File: src/rtl/talker_hs_pkg.sv
package talker_hs_pkg;
    typedef enum logic [1:0] {
        TK_WRITE = 2'd0,
        TK_WAIT  = 2'd1,
        TK_STILL = 2'd2,
        TK_VALID = 2'd3
    } tk_state_e;
endpackage

File: src/rtl/tk_listener_merge.sv
module tk_listener_merge #(
    parameter int N_LISTEN = 3
) (
    input  logic [N_LISTEN-1:0] lst_rdy,
    input  logic [N_LISTEN-1:0] lst_acc,
    output logic                nrfd_line,
    output logic                ndac_line
);
    // Each receiver holds its line asserted until it releases; the bus
    // behaves as a wired-AND of releases, i.e. an OR of the holds.
    logic [N_LISTEN:0] hold_rdy;
    logic [N_LISTEN:0] hold_acc;

    assign hold_rdy[0] = 1'b0;
    assign hold_acc[0] = 1'b0;

    for (genvar i = 0; i < N_LISTEN; i++) begin : g_merge
        assign hold_rdy[i+1] = hold_rdy[i] | ~lst_rdy[i];
        assign hold_acc[i+1] = hold_acc[i] | ~lst_acc[i];
    end

    assign nrfd_line = hold_rdy[N_LISTEN];
    assign ndac_line = hold_acc[N_LISTEN];
endmodule

File: src/rtl/tk_sync.sv
module tk_sync #(
    parameter int          WIDTH   = 2,
    parameter int          STAGES  = 2,
    parameter logic [WIDTH-1:0] RST_VAL = '1
) (
    input  logic             clk,
    input  logic             rst_n,
    input  logic [WIDTH-1:0] d,
    output logic [WIDTH-1:0] q
);
    logic [WIDTH-1:0] chain [STAGES];

    always_ff @(posedge clk or negedge rst_n) begin
        if (!rst_n) chain[0] <= RST_VAL;
        else        chain[0] <= d;
    end

    for (genvar s = 1; s < STAGES; s++) begin : g_stage
        always_ff @(posedge clk or negedge rst_n) begin
            if (!rst_n) chain[s] <= RST_VAL;
            else        chain[s] <= chain[s-1];
        end
    end

    assign q = chain[STAGES-1];

    // first stage captures the bus value of the previous cycle
    p_first_stage_r10: assert property (@(posedge clk) disable iff (!rst_n)
        chain[0] == $past(d));
endmodule

File: src/rtl/tk_fsm.sv
module tk_fsm
    import talker_hs_pkg::*;
#(
    parameter int DATA_W = 8
) (
    input  logic              clk,
    input  logic              rst_n,
    input  logic              rfd_s,
    input  logic              dac_s,
    input  logic              wr_done,
    input  logic [DATA_W-1:0] wr_data,
    output logic              wr_req,
    output logic              dav,
    output logic [DATA_W-1:0] bus_data
);
    tk_state_e         state, state_nx;
    logic [DATA_W-1:0] data_q;
    logic              load;

    always_comb begin
        state_nx = state;
        unique case (state)
            TK_WRITE: begin
                if (wr_done && rfd_s)  state_nx = TK_VALID;
                else if (wr_done)      state_nx = TK_WAIT;
                else if (rfd_s)        state_nx = TK_STILL;
            end
            TK_WAIT:  if (rfd_s)   state_nx = TK_VALID;
            TK_STILL: if (wr_done) state_nx = TK_VALID;
            TK_VALID: if (dac_s)   state_nx = TK_WRITE;
            default:  state_nx = TK_WRITE;
        endcase
    end

    assign load = wr_done && (state == TK_WRITE || state == TK_STILL);

    always_ff @(posedge clk or negedge rst_n) begin
        if (!rst_n) begin
            state  <= TK_WRITE;
            data_q <= '0;
        end else begin
            state <= state_nx;
            if (load) data_q <= wr_data;
        end
    end

    always_comb begin
        wr_req   = 1'b0;
        dav      = 1'b0;
        unique case (state)
            TK_WRITE, TK_STILL: wr_req = 1'b1;
            TK_VALID:           dav    = 1'b1;
            default:            ;
        endcase
        bus_data = data_q;
    end

    // waiting with a loaded byte keeps the strobe low until readiness
    p_wait_holds_r4: assert property (@(posedge clk) disable iff (!rst_n)
        (state == TK_WAIT && !rfd_s) |=> (state == TK_WAIT && !dav));
    // still writing keeps requesting until the write completes
    p_still_holds_r5: assert property (@(posedge clk) disable iff (!rst_n)
        (state == TK_STILL && !wr_done) |=> (wr_req && !dav));
    // direct entry from WRITE needs readiness in the same cycle
    p_direct_needs_rfd_r6: assert property (@(posedge clk) disable iff (!rst_n)
        (state == TK_WRITE && wr_done && !rfd_s) |=> !dav);
    // bus byte stable while the strobe stays high
    p_data_stable_r7: assert property (@(posedge clk) disable iff (!rst_n)
        (dav && $past(dav)) |-> $stable(bus_data));
    // all-accepted withdraws the strobe and starts the next write
    p_dac_drops_dav_r8: assert property (@(posedge clk) disable iff (!rst_n)
        (dav && dac_s) |=> (!dav && wr_req));
endmodule

File: src/rtl/talker_hs.sv
module talker_hs
    import talker_hs_pkg::*;
#(
    parameter int N_LISTEN    = 3,
    parameter int DATA_W      = 8,
    parameter int SYNC_STAGES = 2
) (
    input  logic                clk,
    input  logic                rst_n,
    input  logic [N_LISTEN-1:0] lst_rdy,
    input  logic [N_LISTEN-1:0] lst_acc,
    input  logic                wr_done,
    input  logic [DATA_W-1:0]   wr_data,
    output logic                wr_req,
    output logic                dav,
    output logic [DATA_W-1:0]   bus_data,
    output logic                nrfd_line,
    output logic                ndac_line
);
    localparam int LINES = 2;

    logic [LINES-1:0] lines_raw;
    logic [LINES-1:0] lines_s;

    tk_listener_merge #(.N_LISTEN(N_LISTEN)) u_merge (
        .lst_rdy   (lst_rdy),
        .lst_acc   (lst_acc),
        .nrfd_line (nrfd_line),
        .ndac_line (ndac_line)
    );

    assign lines_raw = {ndac_line, nrfd_line};

    tk_sync #(.WIDTH(LINES), .STAGES(SYNC_STAGES), .RST_VAL('1)) u_sync (
        .clk   (clk),
        .rst_n (rst_n),
        .d     (lines_raw),
        .q     (lines_s)
    );

    tk_fsm #(.DATA_W(DATA_W)) u_fsm (
        .clk      (clk),
        .rst_n    (rst_n),
        .rfd_s    (~lines_s[0]),
        .dac_s    (~lines_s[1]),
        .wr_done  (wr_done),
        .wr_data  (wr_data),
        .wr_req   (wr_req),
        .dav      (dav),
        .bus_data (bus_data)
    );
endmodule

File: config.mk
export PLATFORM = sky130hd
export DESIGN_NAME = talker_hs
export DESIGN_NICKNAME = d
export VERILOG_FILES = /design/src/rtl/talker_hs_pkg.sv /design/src/rtl/tk_listener_merge.sv /design/src/rtl/tk_sync.sv /design/src/rtl/tk_fsm.sv /design/src/rtl/talker_hs.sv
export SDC_FILE = /design/constraint.sdc
export NUM_CORES = 1
export LEC_CHECK = 0
export BUFFER_PORTS_ARGS = -buffer_cell sky130_fd_sc_hd__buf_2
export CAP_MARGIN = 40
export CORE_MARGIN = 4
export CORE_UTILIZATION = 40
export DETAILED_ROUTE_END_ITERATION = 6
export GPL_ROUTABILITY_DRIVEN = 0
export GPL_TIMING_DRIVEN = 0
export PLACE_DENSITY = 0.73
export RECOVER_POWER = 25
export SETUP_SLACK_MARGIN = 0.3
export SYNTH_ARGS = -nofsm -noshare
export SYNTH_HDL_FRONTEND = slang
export SYNTH_HIERARCHICAL = 1
export SYNTH_SLANG_ARGS = --single-unit
File: constraint.sdc
create_clock -name clk -period 1.4 [get_ports clk]
set_input_delay 0.42 -clock clk [delete_from_list [all_inputs] [get_ports clk]]
set_output_delay 0.42 -clock clk [all_outputs]
set_load 0.02 [all_outputs]
==> results of run 1 <==
==> critical path, cell delays in order (launching register included) <==
cell and delay, ps:
dfrtp_1 370, inv_2 70, ha_2 190, or2_4 250, buf_6 130
==> power by group through the flow <==
stage	Clock [mW]	Combinational, mW	Sequential, mW
floorplan	0	0.739	0.812
global placement	0	1.14	0.666
detailed placement	0	1.17	0.667
CTS	0.231	1.69	0.681
global route	0.257	1.93	0.710
finish	0.231	1.84	0.696
==> timing repair <==
item                       in CTS  in global routing
cloned                          0                  0
pin swaps                       4                  3
resized for setup              40                  3
setup endpoints to repair      22                 23
setup buffers                  16                  4
hold endpoints to repair        0                  0
==> cells by family (layout without fill, tap and decap cells) <==
family / Yosys count / count (layout) / synth area share
AOI/OAI and AO/OA: 4 / 4 / 0.04102
adders and majority gates: 5 / 5 / 0.09766
buffers and inverters: 8 / 60 / 0.05858
DFF: 14 / 14 / 0.5547
muxes: 11 / 11 / 0.1953
and+or+nand+nor: 5 / 5 / 0.05273
==> worst min path at each step <==
stage                               endpoint  slack [ps]  depth (start not counted)
2_1_floorplan  u_fsm/bus_data[0]$_DFFE_PN0P_         120                          0
3_3_place_gp   u_fsm/bus_data[3]$_DFFE_PN0P_         320                          1
3_5_place_dp   u_fsm/bus_data[3]$_DFFE_PN0P_         320                          1
4_1_cts        u_fsm/bus_data[3]$_DFFE_PN0P_          20                          1
5_1_grt        u_fsm/bus_data[3]$_DFFE_PN0P_         210                          1
6_report       u_fsm/bus_data[3]$_DFFE_PN0P_         160                          1
==> registers in the layout, summed over array words and instances, names as in the netlist <==
signal and count:
u_fsm/bus_data 8, u_fsm/state 2, u_sync/chain 2, u_sync/q 2
==> metal layers <==
metal / GRT usage / vias up / share of wire
met3: 0.04511 / 2 / 0.081
li1: - / 262 / -
met4: 0.04839 / 0 / 0.0088
met1: 0.1967 / 255 / 0.40
met2: 0.2639 / 25 / 0.51
met5: 0 / - / 0
==> layout by cell type, fill, tap and decap left out, drive strengths merged <==
cell,count
a21oi,1
a22oi,1
a31oi,1
buf,49
clkbuf,5
dfrtp,10
dfstp,4
ha,5
inv,6
mux2,9
mux2i,2
nand2,1
nand3,2
nor2,1
o21a,1
or2,1
==> stage by stage <==
step | cells | util | setup TNS [ps]
2_1_floorplan | 47 | - | -185.9
3_3_place_gp | 91 | 0.5689 | -416.4
3_5_place_dp | 91 | 0.5689 | -457.4
4_1_cts | 111 | 0.7807 | -1485
5_1_grt | 115 | 0.8073 | -2587
6_report | 115 | 0.8073 | -2168
==> layout make-up <==
cell class / instances / area, um2
Sequential cell: 14 / 355.3
Tap cell: 16 / 20.02
Clock buffer: 4 / 26.28
Fill cell: 90 / 290.3
Buffer: 2 / 15.01
Inverter: 6 / 22.52
Multi-Input combinational cell: 25 / 356.6
Timing Repair Buffer: 48 / 420.4
==> results_dict.tcl, run 1 <==
set metrics [dict create \
    layout-drive-gt1-share 0.7677 \
    syn_nets 69 \
    synth_top_area_frac 0.3906 \
    cts_root_buf "clkbuf_4" \
    place_ws_ps -81.12 \
    grt_pass1_vias 570 \
    violations "setup timing" \
    grt_antenna_before_repair 0 \
    syn_area_per_cell_um2 13.63 \
    clkLatencyLatePin_ps 270 \
    clkTransAtPathRegs_ps 80 \
    crit_start "u_fsm/state[0]$_DFFE_PN0P_" \
    htree_num_levels 1 \
    power.leakage_nw 0.6085 \
    die_x_um 48.02 \
    dpl.hpwl_um 887.1 \
    ys_ff_latch 14 \
    vias 544 \
    whs_ps 158.7 \
    crit_path_end "wr_req" \
    grt_pass1_wl_um 2428 \
    r2r_start "u_fsm/state[0]$_DFFE_PN0P_" \
    rsz0062_at_grt "yes" \
    synthDistinctLibCells 16 \
    io_pins 29 \
    status "finished, violations left" \
    ys_top_cells_by_count "dfrtp_1 (10), mux2_2 (8), inv_1 (6), ha_1 (5), dfstp_2 (4)" \
    setup_slack_ps -311.6 \
    synth_most_common_cell "dfrtp_1" \
    seq_power_share 0.252 \
    grt_start_max_net_pins 15 \
    worst_pin_slew_ps 700.9 \
    track_usage 0.1579 \
    drv_slew 0 \
    coreArea_um2 1506 \
    syn-cell-area_um2 640.6 \
    yosysTopAreaCell "dfrtp_1" \
    drc 0 \
    diodes 0 \
    hp-class "primary input to async pin" \
    clockBufferDepth 2 \
    p_clk_frac 0.084 \
    design_area_um2 1216 \
    p_per_area_nw_per_um2 2271 \
    syn_inst 47 \
    async_reset_ff_frac 1.000 \
    crit_path_end_kind "output port" \
    r2r_slack_ps -180 \
    fin_worst_skew_ps 3.517 \
    ant_nets 0 \
    hold_buffers 0 \
    drt-pass1-iter-count 4 \
    p_sw_mw 1.001 \
    numCtsBuffers 3 \
    yosysWarnings 6 \
    slew_headroom 0.5327 \
    finalPower_mw 2.762 \
    p_sw_frac 0.3624 \
    portBuffers 28 \
    synth_area_leaders "dfrtp_1 (39%), dfstp_2 (16%), mux2_2 (14%)" \
    start_util 0.4252 \
    crit_type "register to output port" \
    setup_viol 12 \
    detail_route.wl_per_cell_um 14.83 \
    fp-row-count 14 \
    cp.arrival_ps 1290 \
    hold_viol_final 0 \
    place_area_um2 857.1 \
    p_int_mw 1.761 \
    worstPathMaxFanout 4 \
    seq_area_frac_synth 0.5547 \
    synth_edf_count 0 \
    die_area_um2 2306 \
    worstRegToRegCells 6 \
    ir_worst_vdd_mv 1.273 \
    finalCritPeriodShare 1.223 \
    die_h_um 48.02 \
    drv_cap 0 \
    routed_wl_um 1706 \
    cts_tree "built" \
    fin_crit_ps 1712 \
    drtIter0Drc 4 \
    ys.flop_type "dfrtp_1" \
    combPwrFrac 0.664 \
    nNetsFinal 122 \
    area_growth_pct 89.84 \
    required_ps 980 \
    avgViaCountPerCell 4.730 \
    grt_overflow 0 \
    r2r_end "u_fsm/bus_data[1]$_DFFE_PN0P_" \
    cts.sinks 14 \
    critPathLaunchType "register" \
    max_freq_mhz 584.2 \
]
(Power assumes the default switching activity.)
==> run 2, diff against run 1 <==
--- a/config.mk
+++ b/config.mk
@@ -8,11 +8,11 @@
 export BUFFER_PORTS_ARGS = -buffer_cell sky130_fd_sc_hd__buf_2
 export CAP_MARGIN = 40
 export CORE_MARGIN = 4
-export CORE_UTILIZATION = 40
+export CORE_UTILIZATION = 44
 export DETAILED_ROUTE_END_ITERATION = 6
 export GPL_ROUTABILITY_DRIVEN = 0
 export GPL_TIMING_DRIVEN = 0
-export PLACE_DENSITY = 0.73
+export PLACE_DENSITY = 0.76
 export RECOVER_POWER = 25
 export SETUP_SLACK_MARGIN = 0.3
 export SYNTH_ARGS = -nofsm -noshare
==> constraint.sdc (replaced) <==
create_clock -name clk -period 1.8 [get_ports clk]
set_input_delay 0.54 -clock clk [delete_from_list [all_inputs] [get_ports clk]]
set_output_delay 0.54 -clock clk [all_outputs]
set_load 0.02 [all_outputs]
==> run 2 against run 1 <==
Against the previous run:
- the flow still finishes with violations (setup timing)
- setup slack better by 290 ps
- die area is 7.6% lower
- core utilization is 6.2 points lower
- first-iteration DRC count is 75% lower
- cell area is 18% lower
==> results_dict.tcl, run 2 (synthesis gave the netlist of run 1 again) <==
set metrics [dict create \
    clkLatencyLatePin_ps 270 \
    ir_worst_vdd_mv 1.043 \
    setup_slack_ps -23.75 \
    track_usage 0.1364 \
    grt_overflow 0 \
    crit_slowest_cell "dfrtp_1" \
    design_area_um2 994.7 \
    power.leakage_nw 0.5240 \
    whs_ps 293.7 \
    slew_headroom 0.5183 \
    grt_pass1_wl_um 2007 \
    fin_worst_skew_ps 1.698 \
    dpl.hpwl_um 894.3 \
    place_area_um2 799.5 \
    multi_input_area_um2 316.6 \
    largest_register_ffs 8 \
    hp-class "primary input to async pin" \
    drv_slew 0 \
    cp_cell_sequence "inv_2, ha_2, or2_4, buf_6" \
    nNetsFinal 112 \
    die_x_um 46.16 \
    finalCritPeriodShare 1.013 \
    grt_start_max_net_pins 15 \
    finalPower_mw 1.907 \
    place_ws_ps 165.2 \
    ant_nets 0 \
    drv_cap 0 \
    hold_viol_final 0 \
    die_h_um 46.16 \
    routed_wl_um 1375 \
    layout-drive-gt1-share 0.7191 \
    slowest_delay_ps 380 \
    detail_route.wl_per_cell_um 13.22 \
    p_per_area_nw_per_um2 1917 \
    clockBufferDepth 2 \
    htree_num_levels 1 \
    final_cell_mix "buf_2 (25), buf_4 (11), dfrtp_1 (10)" \
    drt-pass1-iter-count 2 \
    drc 0 \
    crit_type "register to output port" \
    worstRegToRegCells 8 \
    r2r_start "u_fsm/state[1]$_DFFE_PN0P_" \
    register_area_um2 355.3 \
    numCtsBuffers 3 \
    drtIter0Drc 1 \
    final.fill_count 91 \
    vias 481 \
    cts.sinks 14 \
    start_util 0.4803 \
    worst_pin_slew_ps 722.5 \
    die_area_um2 2130 \
    portBuffers 28 \
    fin_crit_ps 1824 \
    worstPathMaxFanout 3 \
    hold_buffers 0 \
    setup_tns_ps -23.75 \
    r2r_end "u_fsm/state[1]$_DFFE_PN0P_" \
    final_cells 104 \
    fp-row-count 13 \
    cts_tree "built" \
    r2r_slack_ps 20 \
    crit_path_end_kind "output port" \
    grt_pass1_vias 500 \
    cts_root_buf "clkbuf_4" \
    status "finished, violations left" \
    io_pins 29 \
    final_common_cell "buf_2" \
    placed_cells 90 \
    setup_viol 1 \
    diodes 0 \
    violations "setup timing" \
    grt_antenna_before_repair 0 \
    post-route-util 0.7458 \
    clkTransAtPathRegs_ps 80 \
    max_freq_mhz 548.3 \
    area_growth_pct 55.27 \
    coreArea_um2 1334 \
    required_ps 1260 \
    avgViaCountPerCell 4.625 \
    rsz0062_at_grt "yes" \
    cp.arrival_ps 1280 \
    critPathLaunchType "register" \
]
==> run 2: cell types whose count changed in the layout (fill, tap and decap cells not counted), sizes merged <==
cell / delta
buf: -10
==> run 2: per-layer routing <==
metal | share of wire | vias up | track usage | routed length [um]
li1 | - | 240 | - | -
met1 | 0.39 | 222 | 0.1571 | 538
met2 | 0.53 | 17 | 0.2115 | 731
met3 | 0.065 | 2 | 0.03516 | 89
met4 | 0.012 | 0 | 0.1080 | 16
met5 | 0 | - | 0 | 0
==> run 2: area by class of cell <==
type / count / area share
plain buffers: 2 / 0.01509
clock buffers: 4 / 0.03648
inverters: 6 / 0.02264
multi-input cells: 25 / 0.3182
flip-flops and latches: 14 / 0.3572
well taps: 15 / 0.01887
repair buffers: 38 / 0.2314
==> run 2: worst max-delay path by stage <==
stage | end | from | depth (start not counted)
2_1_floorplan | u_fsm/bus_data[0]$_DFFE_PN0P_ | u_fsm/state[0]$_DFFE_PN0P_ | 5
3_3_place_gp | wr_req | u_fsm/state[0]$_DFFE_PN0P_ | 4
3_5_place_dp | wr_req | u_fsm/state[0]$_DFFE_PN0P_ | 4
4_1_cts | wr_req | u_fsm/state[1]$_DFFE_PN0P_ | 4
5_1_grt | wr_req | u_fsm/state[0]$_DFFE_PN0P_ | 4
6_report | wr_req | u_fsm/state[0]$_DFFE_PN0P_ | 4
==> run 2: where the power goes <==
| part | leakage (nW) | internal (mW) | switching, mW |
|---|---|---|---|
| Combinational | 0.344 | 0.654 | 0.526 |
| Sequential | 0.159 | 0.441 | 0.0706 |
| Clock | 0.0210 | 0.123 | 0.0924 |
| Total | 0.524 | 1.22 | 0.690 |
==> run 2: critical path, delay by kind of cell (launching register included) <==
kind	cells	cell delay, ps
fa+ha+maj	1	190
buf+inv	2	200
flops	1	380
simple gates	1	250
==> run 2: repair_timing <==
| action | 4_1_cts | 5_1_grt |
|---|---|---|
| pin swaps | 3 | 2 |
| buffers inserted | 6 | 4 |
| resized for setup | 16 | 6 |
| setup endpoints to repair | 10 | 12 |
